[config.mk]
export PLATFORM = sky130hd
export DESIGN_NAME = pwr_mode_ctrl
export DESIGN_NICKNAME = d
export VERILOG_FILES = /design/src/rtl/pwr_mode_pkg.sv /design/src/rtl/pwr_mode_fsm.sv /design/src/rtl/pwr_domain_dp.sv /design/src/rtl/pwr_mode_ctrl.sv
export SDC_FILE = /design/constraint.sdc
export NUM_CORES = 1
export LEC_CHECK = 0
export BUFFER_PORTS_ARGS = -buffer_cell sky130_fd_sc_hd__clkbuf_2
export CAP_MARGIN = 10
export CORE_MARGIN = 4
export CORE_UTILIZATION = 40
export CTS_CLUSTER_SIZE = 20
export DETAILED_ROUTE_END_ITERATION = 8
export PLACE_DENSITY = 0.76
export SETUP_SLACK_MARGIN = 0.5
export SYNTH_ARGS = -nofsm -noshare
export SYNTH_HDL_FRONTEND = slang
export SYNTH_HIERARCHICAL = 1
export SYNTH_SLANG_ARGS = --single-unit
[constraint.sdc]
create_clock -name clk -period 4.5 [get_ports clk]
set_input_delay 0.45 -clock clk [delete_from_list [all_inputs] [get_ports clk]]
set_output_delay 0.45 -clock clk [all_outputs]
set_load 0.01 [all_outputs]
[src/rtl/pwr_mode_pkg.sv]
package pwr_mode_pkg;

  typedef enum logic [2:0] {
    ST_ACTIVE,
    ST_DOZE,
    ST_PDOWN,
    ST_SLEEP,
    ST_DEEP,
    ST_PWRUP
  } pmState_t;

  // Strobes from control to datapath
  typedef struct packed {
    logic latchEntry;
    logic clearSw;
    logic loadSettle;
    logic countSettle;
  } pmStrobe_t;

  // Per-mode gating view from control to datapath
  typedef struct packed {
    logic appOn;
    logic swOn;
    logic ramRetain;
    logic lfOn;
    logic cfgOpen;
  } pmView_t;

  localparam logic [1:0] MODE_ACTIVE = 2'b00;
  localparam logic [1:0] MODE_DOZE   = 2'b01;
  localparam logic [1:0] MODE_SLEEP  = 2'b10;
  localparam logic [1:0] MODE_DEEP   = 2'b11;

endpackage

[src/rtl/pwr_mode_fsm.sv]
module pwr_mode_fsm
  import pwr_mode_pkg::*;
(
  input  logic       clk,
  input  logic       rstN,
  input  logic       cmdDoze,
  input  logic       cmdPowerDown,
  input  logic       irq,
  input  logic       wakeAny,
  input  logic       settleDone,
  input  logic       deepHeld,
  output pmStrobe_t  strb,
  output pmView_t    view,
  output logic       cpuClkStop,
  output logic       dioHold,
  output logic [1:0] modeStatus
);

  pmState_t state, stateNext;

  always_ff @(posedge clk or negedge rstN) begin
    if (!rstN) state <= ST_PWRUP;
    else       state <= stateNext;
  end

  always_comb begin
    stateNext = state;
    strb      = '0;
    unique case (state)
      ST_ACTIVE: begin
        if (cmdPowerDown) begin
          if (!wakeAny) begin
            stateNext       = ST_PDOWN;
            strb.latchEntry = 1'b1;
          end
        end else if (cmdDoze) begin
          stateNext = ST_DOZE;
        end
      end
      ST_DOZE: begin
        if (irq) stateNext = ST_ACTIVE;
      end
      ST_PDOWN: begin
        strb.clearSw = 1'b1;
        stateNext    = deepHeld ? ST_DEEP : ST_SLEEP;
      end
      ST_SLEEP: begin
        if (wakeAny) begin
          stateNext       = ST_PWRUP;
          strb.loadSettle = 1'b1;
        end
      end
      ST_DEEP: stateNext = ST_DEEP;
      ST_PWRUP: begin
        strb.countSettle = 1'b1;
        if (settleDone) stateNext = ST_ACTIVE;
      end
      default: stateNext = ST_PWRUP;
    endcase
  end

  always_comb begin
    view       = '0;
    cpuClkStop = 1'b1;
    dioHold    = 1'b1;
    modeStatus = MODE_SLEEP;
    unique case (state)
      ST_ACTIVE: begin
        view       = '{appOn: 1'b1, swOn: 1'b1, ramRetain: 1'b0, lfOn: 1'b1, cfgOpen: 1'b1};
        cpuClkStop = 1'b0;
        dioHold    = 1'b0;
        modeStatus = MODE_ACTIVE;
      end
      ST_DOZE: begin
        view       = '{appOn: 1'b1, swOn: 1'b1, ramRetain: 1'b0, lfOn: 1'b1, cfgOpen: 1'b0};
        dioHold    = 1'b0;
        modeStatus = MODE_DOZE;
      end
      ST_PDOWN: begin
        view       = '{appOn: 1'b1, swOn: 1'b1, ramRetain: 1'b0, lfOn: 1'b1, cfgOpen: 1'b0};
        modeStatus = deepHeld ? MODE_DEEP : MODE_SLEEP;
      end
      ST_SLEEP: begin
        view       = '{appOn: 1'b0, swOn: 1'b0, ramRetain: 1'b1, lfOn: 1'b1, cfgOpen: 1'b0};
        modeStatus = MODE_SLEEP;
      end
      ST_DEEP: begin
        view       = '0;
        modeStatus = MODE_DEEP;
      end
      ST_PWRUP: begin
        view       = '{appOn: 1'b1, swOn: 1'b1, ramRetain: 1'b0, lfOn: 1'b1, cfgOpen: 1'b0};
        modeStatus = MODE_SLEEP;
      end
      default: begin
        view       = '0;
        modeStatus = MODE_SLEEP;
      end
    endcase
  end

endmodule

[src/rtl/pwr_domain_dp.sv]
module pwr_domain_dp
  import pwr_mode_pkg::*;
#(
  parameter int SETTLE_CYCLES = 4
) (
  input  logic      clk,
  input  logic      rstN,
  input  pmStrobe_t strb,
  input  pmView_t   view,
  input  logic      cfgWr,
  input  logic      cfgAna,
  input  logic      cfgXcvr,
  input  logic      cfgMemHold,
  input  logic      cmdDeep,
  input  logic      bbTx,
  input  logic      bbRx,
  output logic      settleDone,
  output logic      deepHeld,
  output logic      domAlwaysOn,
  output logic      domApp,
  output logic      domAna,
  output logic      domRam,
  output logic      domXcvr,
  output logic      domRadio,
  output logic      lfOscEn
);

  localparam int CNT_W = (SETTLE_CYCLES > 1) ? $clog2(SETTLE_CYCLES) : 1;
  localparam logic [CNT_W-1:0] CNT_LOAD = CNT_W'(SETTLE_CYCLES - 1);

  logic [CNT_W-1:0] settleCnt;
  logic anaBit, xcvrBit, memHoldBit, ramKeep;

  // Settle counter; reset starts a power-up sequence
  always_ff @(posedge clk or negedge rstN) begin
    if (!rstN)                              settleCnt <= CNT_LOAD;
    else if (strb.loadSettle)               settleCnt <= CNT_LOAD;
    else if (strb.countSettle && settleCnt != '0) settleCnt <= settleCnt - 1'b1;
  end
  assign settleDone = (settleCnt == '0);

  // Software configuration bits
  always_ff @(posedge clk or negedge rstN) begin
    if (!rstN) begin
      anaBit     <= 1'b0;
      xcvrBit    <= 1'b0;
      memHoldBit <= 1'b0;
    end else if (strb.clearSw) begin
      anaBit  <= 1'b0;
      xcvrBit <= 1'b0;
    end else if (cfgWr && view.cfgOpen) begin
      anaBit     <= cfgAna;
      xcvrBit    <= cfgXcvr;
      memHoldBit <= cfgMemHold;
    end
  end

  // Entry-time capture of retention and depth
  always_ff @(posedge clk or negedge rstN) begin
    if (!rstN) begin
      ramKeep  <= 1'b0;
      deepHeld <= 1'b0;
    end else if (strb.latchEntry) begin
      ramKeep  <= memHoldBit;
      deepHeld <= cmdDeep;
    end
  end

  assign domAlwaysOn = 1'b1;
  assign domApp      = view.appOn;
  assign domAna      = view.swOn & anaBit;
  assign domXcvr     = view.swOn & xcvrBit;
  assign domRadio    = domXcvr & (bbTx | bbRx);
  assign domRam      = view.appOn | (view.ramRetain & ramKeep);
  assign lfOscEn     = view.lfOn;

endmodule

[src/rtl/pwr_mode_ctrl.sv]
module pwr_mode_ctrl
  import pwr_mode_pkg::*;
#(
  parameter int SETTLE_CYCLES = 4
) (
  input  logic       clk,
  input  logic       rstN,
  input  logic       cfgWr,
  input  logic       cfgAna,
  input  logic       cfgXcvr,
  input  logic       cfgMemHold,
  input  logic       cmdDoze,
  input  logic       cmdPowerDown,
  input  logic       cmdDeep,
  input  logic       irq,
  input  logic       wakeTimer,
  input  logic       wakeDio,
  input  logic       wakeComp,
  input  logic       bbTx,
  input  logic       bbRx,
  output logic       domAlwaysOn,
  output logic       domApp,
  output logic       domAna,
  output logic       domRam,
  output logic       domXcvr,
  output logic       domRadio,
  output logic       cpuClkStop,
  output logic       lfOscEn,
  output logic       dioHold,
  output logic [1:0] modeStatus
);

  pmStrobe_t strb;
  pmView_t   view;
  logic      settleDone, deepHeld;
  logic      wakeAny;

  assign wakeAny = wakeTimer | wakeDio | wakeComp;

  pwr_mode_fsm fsm_i (
    .clk          (clk),
    .rstN         (rstN),
    .cmdDoze      (cmdDoze),
    .cmdPowerDown (cmdPowerDown),
    .irq          (irq),
    .wakeAny      (wakeAny),
    .settleDone   (settleDone),
    .deepHeld     (deepHeld),
    .strb         (strb),
    .view         (view),
    .cpuClkStop   (cpuClkStop),
    .dioHold      (dioHold),
    .modeStatus   (modeStatus)
  );

  pwr_domain_dp #(.SETTLE_CYCLES(SETTLE_CYCLES)) dp_i (
    .clk         (clk),
    .rstN        (rstN),
    .strb        (strb),
    .view        (view),
    .cfgWr       (cfgWr),
    .cfgAna      (cfgAna),
    .cfgXcvr     (cfgXcvr),
    .cfgMemHold  (cfgMemHold),
    .cmdDeep     (cmdDeep),
    .bbTx        (bbTx),
    .bbRx        (bbRx),
    .settleDone  (settleDone),
    .deepHeld    (deepHeld),
    .domAlwaysOn (domAlwaysOn),
    .domApp      (domApp),
    .domAna      (domAna),
    .domRam      (domRam),
    .domXcvr     (domXcvr),
    .domRadio    (domRadio),
    .lfOscEn     (lfOscEn)
  );

endmodule

==> metrics.txt, run 1 <==
status=finished clean; Final WS setup=2340 ps; synth unique cells=44; Max H-tree Level=1; pre-CTS WS=2610 ps; total CTS buffers=3; Main synth FF type=dfrtp_1; Post-synth EDFFs=0; Worst-path clk slew=60 ps; root buffer cell=clkbuf_4; pins over their slew limit=0; Die Area=2560 sq um; CTS tree=yes; most common cell after layout, fill and taps aside=clkbuf_2; sequential share of the synthesized area=0.352; Placer Congestion=about 0.8; worst skew pair latency=250 ps; clk sinks=10; Die W=50.6 microns; RR Startpoint=fsm_i/state[1]$_DFFE_PN0P_; Via density=4.84; Reg2Reg Depth=4; Vias=between 500 and 600; Worst Hold Class=input port to asynchronous set/reset pin; power per cell area=623 nW/um^2; # rows=15; share of layout cells above drive strength 1=0.516; area delta synth->final=17.6%; Syn Area/Cell=slightly above 10 sq um; crit path time final=2160 ps; Ports=26; Routed Antenna Nets=0; largest net degree at the start of global routing=17; placed wire-length estimate=1070 microns; core area=1730 sq um; nets=110; global-route wire length before repair=approximately 2100 microns; Post-CTS Setup Inserts=0; number of diodes=0; peak supply drop=~240 uV; synthesis warning total=6; DR WL/cell=~11 microns; CP required=4050 ps; part of the cycle the worst path needs=0.480; Pleak=about 0.42 nW; Port Buf Inserts=24; Post-DP Area=between 800 and 900 sq um; Starting DRT DRC Count=2; critical path type=flip-flop to output pin; Final Hold Vio Count=0; number of synthesized register bits=10; nature of the critical path endpoint=output pin; clock skew=2.22 ps; Critical Path Sink=domRadio; GRT overflow=0; first drt pass iteration count=4; Mapped Area=726 sq um; Fill cells=165; Max-Cap Viols=0; Min Hold Slack=between 40 and 50 ps; number of global-route vias before repair=518; Setup TNS=0 ps; RSZ-0062 raised after global routing=no; r2r setup slk=2890 ps; post-route cell area=853 sq um; Tot Pwr=532 uW; hold buffers post-CTS=0; FFs w/ async S/R, synth=1.00; final setup vio count=0; Critical R2R Capture=dp_i/ramKeep$_DFFE_PN0P_; syn nets=88; Synth Instances=72; die height=50.6 microns; initial antenna violation count=0; post_cts resized=0; maximum clock frequency=463 MHz; commonest non-fill, non-tap cells in the layout=clkbuf_2 (24), dfrtp_1 (6), dfstp_2 (4); CP max FO=15; GRT Total Usage=0.105; Clock Tree Buf Depth=2; Critical path origin=fsm_i/state[0]$_DFFE_PN1P_; nature of the critical path startpoint=flip-flop; Routed WL=1260 microns; DRC errors left=0; worst path arrival time=1710 ps; initial core utilization=0.420
==> registers in the layout, summed over array words and instances, names as in the netlist <==
| name | count |
|---|---|
| fsm_i/state | 3 |
| dp_i/deepHeld | 1 |
| dp_i/memHoldBit | 1 |
| dp_i/xcvrBit | 1 |
| dp_i/settleCnt | 2 |
| dp_i/anaBit | 1 |
| dp_i/ramKeep | 1 |
==> metrics by stage <==
stage          cells  utilization
4_1_cts          118        0.494
6_report         118        0.494
3_3_place_gp     114        0.473
5_1_grt          118        0.494
3_5_place_dp     114        0.473
2_1_floorplan     72            -
==> how the worst min path moves through the flow <==
stage          slack (ps)  cells past startpoint                          to
3_3_place_gp          320                      1  fsm_i/state[1]$_DFFE_PN0P_
4_1_cts                40                      1   dp_i/deepHeld$_DFFE_PN0P_
5_1_grt                40                      1  fsm_i/state[1]$_DFFE_PN0P_
6_report               40                      1   dp_i/deepHeld$_DFFE_PN0P_
2_1_floorplan         150                      0     dp_i/anaBit$_DFFE_PN0P_
3_5_place_dp          320                      1   dp_i/deepHeld$_DFFE_PN0P_
==> metal layers <==
metal	global-route usage	vias to the layer above	wire, microns
li1	-	286	-
met1	0.134	271	527
met2	0.163	14	661
met3	0.0237	0	67
met4	0.0538	0	0
met5	0	-	0
==> final cells by class <==
type / instances / area, sq um / share of cell area
well taps: 25 / 31.3 / 0.0367
clock buffers: 4 / 36.3 / 0.0425
inverters: 3 / 11.3 / 0.0132
multi-input cells: 52 / 399 / 0.468
flip-flops and latches: 10 / 255 / 0.299
repair buffers: 24 / 120 / 0.141
==> cell usage after synthesis, types with 2 or more instances <==
library cell | count | area (sq um)
mux2_2 | 2 | 22.5
buf_4 | 5 | 37.5
a21oi_1 | 3 | 15.0
buf_6 | 2 | 22.5
inv_1 | 2 | 7.51
dfrtp_1 | 6 | 150
nor2_1 | 2 | 7.51
nor3b_2 | 2 | 25.0
and2_1 | 3 | 18.8
nand2b_1 | 2 | 12.5
nand3_1 | 2 | 10.0
nand2_1 | 3 | 11.3
dfstp_2 | 4 | 105
nor2b_1 | 3 | 18.8
or2_2 | 2 | 12.5
==> report_power, final <==
group          switching, mW  internal, mW
logic                  0.122         0.135
registers             0.0541         0.145
clock network         0.0277        0.0490
total                  0.204         0.328
==> kinds of logic after synthesis <==
| kind of cell | count (synthesis) | share of synthesized area |
|---|---|---|
| buf+inv | 10 | 0.0983 |
| mux | 4 | 0.0655 |
| simple gates | 31 | 0.298 |
| fa+ha+maj | 1 | 0.0172 |
| xor+xnor | 1 | 0.0121 |
| compound gates | 14 | 0.152 |
| flops | 10 | 0.352 |
| other cells | 1 | 0.00517 |
==> critical path, cell delays in order, from the launching register on <==
cell and delay (ps):
dfstp_2 680, mux2i_1 350, and2_1 200, o21a_1 110
clkbuf_2 120
Power figures use the tool's default switching activity.
==> run 2, diff against run 1 <==
- ABC_AREA: unset -> 1
- clock period: 4.5 -> 2.15 ns (I/O delays scaled with it)
==> run 2 against run 1 <==
Against the previous run: non-clock buffer count is 4 higher; total power grew to 2.5 times the previous value; synthesized cell count is 49% higher; critical path depth is 1 higher; clock skew hardly changed; sequential cell count stayed put; design area is 6.2% higher.
==> metrics.txt, run 2 <==
placed cells=151; top cells by count, synth=nand2_1 (30), inv_1 (22), nand3_1 (12), nor2_1 (7), dfrtp_1 (6); FFs w/ async S/R, synth=1.00; number of diodes=0; Final Hold Vio Count=0; global-route wire length before repair=2420 microns; Fill cells=144; most common cell after layout, fill and taps aside=nand2_1; sequential share of the synthesized area=0.360; Final Non-Filler Cells=between 150 and 200; Syn Area/Cell=6.62 sq um; worst skew pair latency=260 ps; top cells by area, synth=dfrtp_1 (21%), nand2_1 (16%), dfstp_2 (15%); Die W=approximately 50 microns; area delta synth->final=27.9%; Clock Tree Buf Depth=2; Largest regs=fsm_i/state x3, dp_i/settleCnt x2; Max-Cap Viols=0; syn nets=~120; synthesis warning total=6; Final WS setup=577 ps; nature of the critical path startpoint=flip-flop; Starting DRT DRC Count=15; Routed WL=1390 microns; met3 usage=0.0392; Port Buf Inserts=24; DR WL/cell=8.77 microns; number of global-route vias before repair=approximately 650; final setup vio count=0; status=finished clean; r2r setup slk=810 ps; power per cell area=between 1000 and 1500 nW/um^2; CP required=1930 ps; Main synth FF type=dfrtp_1; Vias=709; largest net degree at the start of global routing=11; busiest layer in global routing=met2; Via density=4.46; pre-CTS WS=781 ps; clock skew=1.83 ps; GRT Total Usage=0.125; Worst-path clk slew=70 ps; Critical path origin=fsm_i/state[0]$_DFFE_PN1P_; nature of the critical path endpoint=output pin; die height=between 50 and 60 microns; crit path time final=1570 ps; Synth Instances=around 110; placed wire-length estimate=1190 microns; area leader, netlist=dfrtp_1; Mapped Area=708 sq um; initial antenna violation count=0; core area=1590 sq um; Setup TNS=0 ps; Top reg by flops=fsm_i/state; count leader, synth=nand2_1; synth unique cells=20; maximum clock frequency=roughly 640 MHz; commonest non-fill, non-tap cells in the layout=nand2_1 (29), clkbuf_2 (23), inv_1 (22); Largest register FFs=3; part of the cycle the worst path needs=0.732; RR Startpoint=fsm_i/state[2]$_DFFE_PN1P_; root buffer cell=clkbuf_4; DRC errors left=0; CP max FO=5; worst path arrival time=approximately 1400 ps; RSZ-0062 raised after global routing=yes; Worst Hold Class=input port to flip-flop; post-route cell area=906 sq um; Post-synth EDFFs=0; Routed Antenna Nets=0; Ports=26; final core occ=0.568; GRT met2 Usage=0.207; Placer Congestion=0.897; share of the synthesized area in the top cell type=0.212; CTS tree=yes; share of layout cells above drive strength 1=0.348; nets=152; initial core utilization=0.444; met1 usage=0.136; Die Area=2510 sq um; peak supply drop=692 uV; total CTS buffers=3; number of synthesized register bits=10; hold path start=cmdDeep; GRT overflow=0; pins over their slew limit=0; critical path type=flip-flop to output pin; clk sinks=10; # rows=14; Max H-tree Level=1; first drt pass iteration count=4; Post-DP Area=828 sq um; Pleak=approximately 0.55 nW
run 2: cell count changes after synthesis, sizes merged, moves of 4 or more:
cell	change
inv	+22
nand3	+10
nand2	+27
o21ai	+4
and2	-4
nor2	+8
run 2: worst paths after layout:
path                            cells after the start                            end
worst max-delay path                                5                       domRadio
worst min-delay path                                3      dp_i/deepHeld$_DFFE_PN0P_
worst max register to register                      7       dp_i/ramKeep$_DFFE_PN0P_
worst min register to register                      2    dp_i/memHoldBit$_DFFE_PN0P_
max in group asynchronous                           2  dp_i/settleCnt[1]$_DFFE_PN1P_
min in group asynchronous                           2       dp_i/xcvrBit$_DFFE_PN0P_
run 2: logic make-up after synthesis:
kind of cell | count (synthesis) | share of synthesized area
and+or+nand+nor | 59 | 0.380
buffers and inverters | 29 | 0.175
DFF | 10 | 0.360
other | 1 | 0.00530
adders and majority gates | 1 | 0.0177
AOI/OAI and AO/OA | 7 | 0.0618
run 2: what timing repair did:
item,in CTS,in global routing
hold buffers,1,0
pin swaps,0,1
endpoints found under the setup margin,2,5
buffers inserted,1,2
gates resized for setup,1,3
hold endpoints to repair,6,0
run 2: critical path: stages, from the launching register on:
cell and delay (ps):
dfstp_2 570, nand2_2 110, nand2_4 110, nand2_1 70, nor2_1 110, clkbuf_2 140
run 2: final cells by class:
type / instances / area (sq um) / share of cell area
Tap cell: 24 / 30.0 / 0.0331
Clock buffer: 4 / 36.3 / 0.0401
Multi-Input combinational cell: 68 / 337 / 0.372
Inverter: 25 / 93.8 / 0.104
Timing Repair Buffer: 28 / 153 / 0.169
Sequential cell: 10 / 256 / 0.283
run 2: metrics by stage:
stage | power (mW) | hold slack [ps]
final | 1.35 | 153
after global routing | 1.49 | 165
after CTS | 1.31 | 145
after floorplan | 0.929 | -80.6
after detailed placement | 1.11 | 94.4
after global placement | 1.09 | 89.8
run 2: layer usage:
layer / up-vias / part of all wire
li1: 379 / -
met1: 308 / 0.43
met2: 20 / 0.49
met3: 2 / 0.074
met4: 0 / 0.0043
met5: - / 0
run 2: report_power, final:
part	internal [mW]	switching, mW	total, mW
combinational	0.322	0.484	0.806
sequential	0.308	0.0634	0.371
clock	0.103	0.0656	0.168
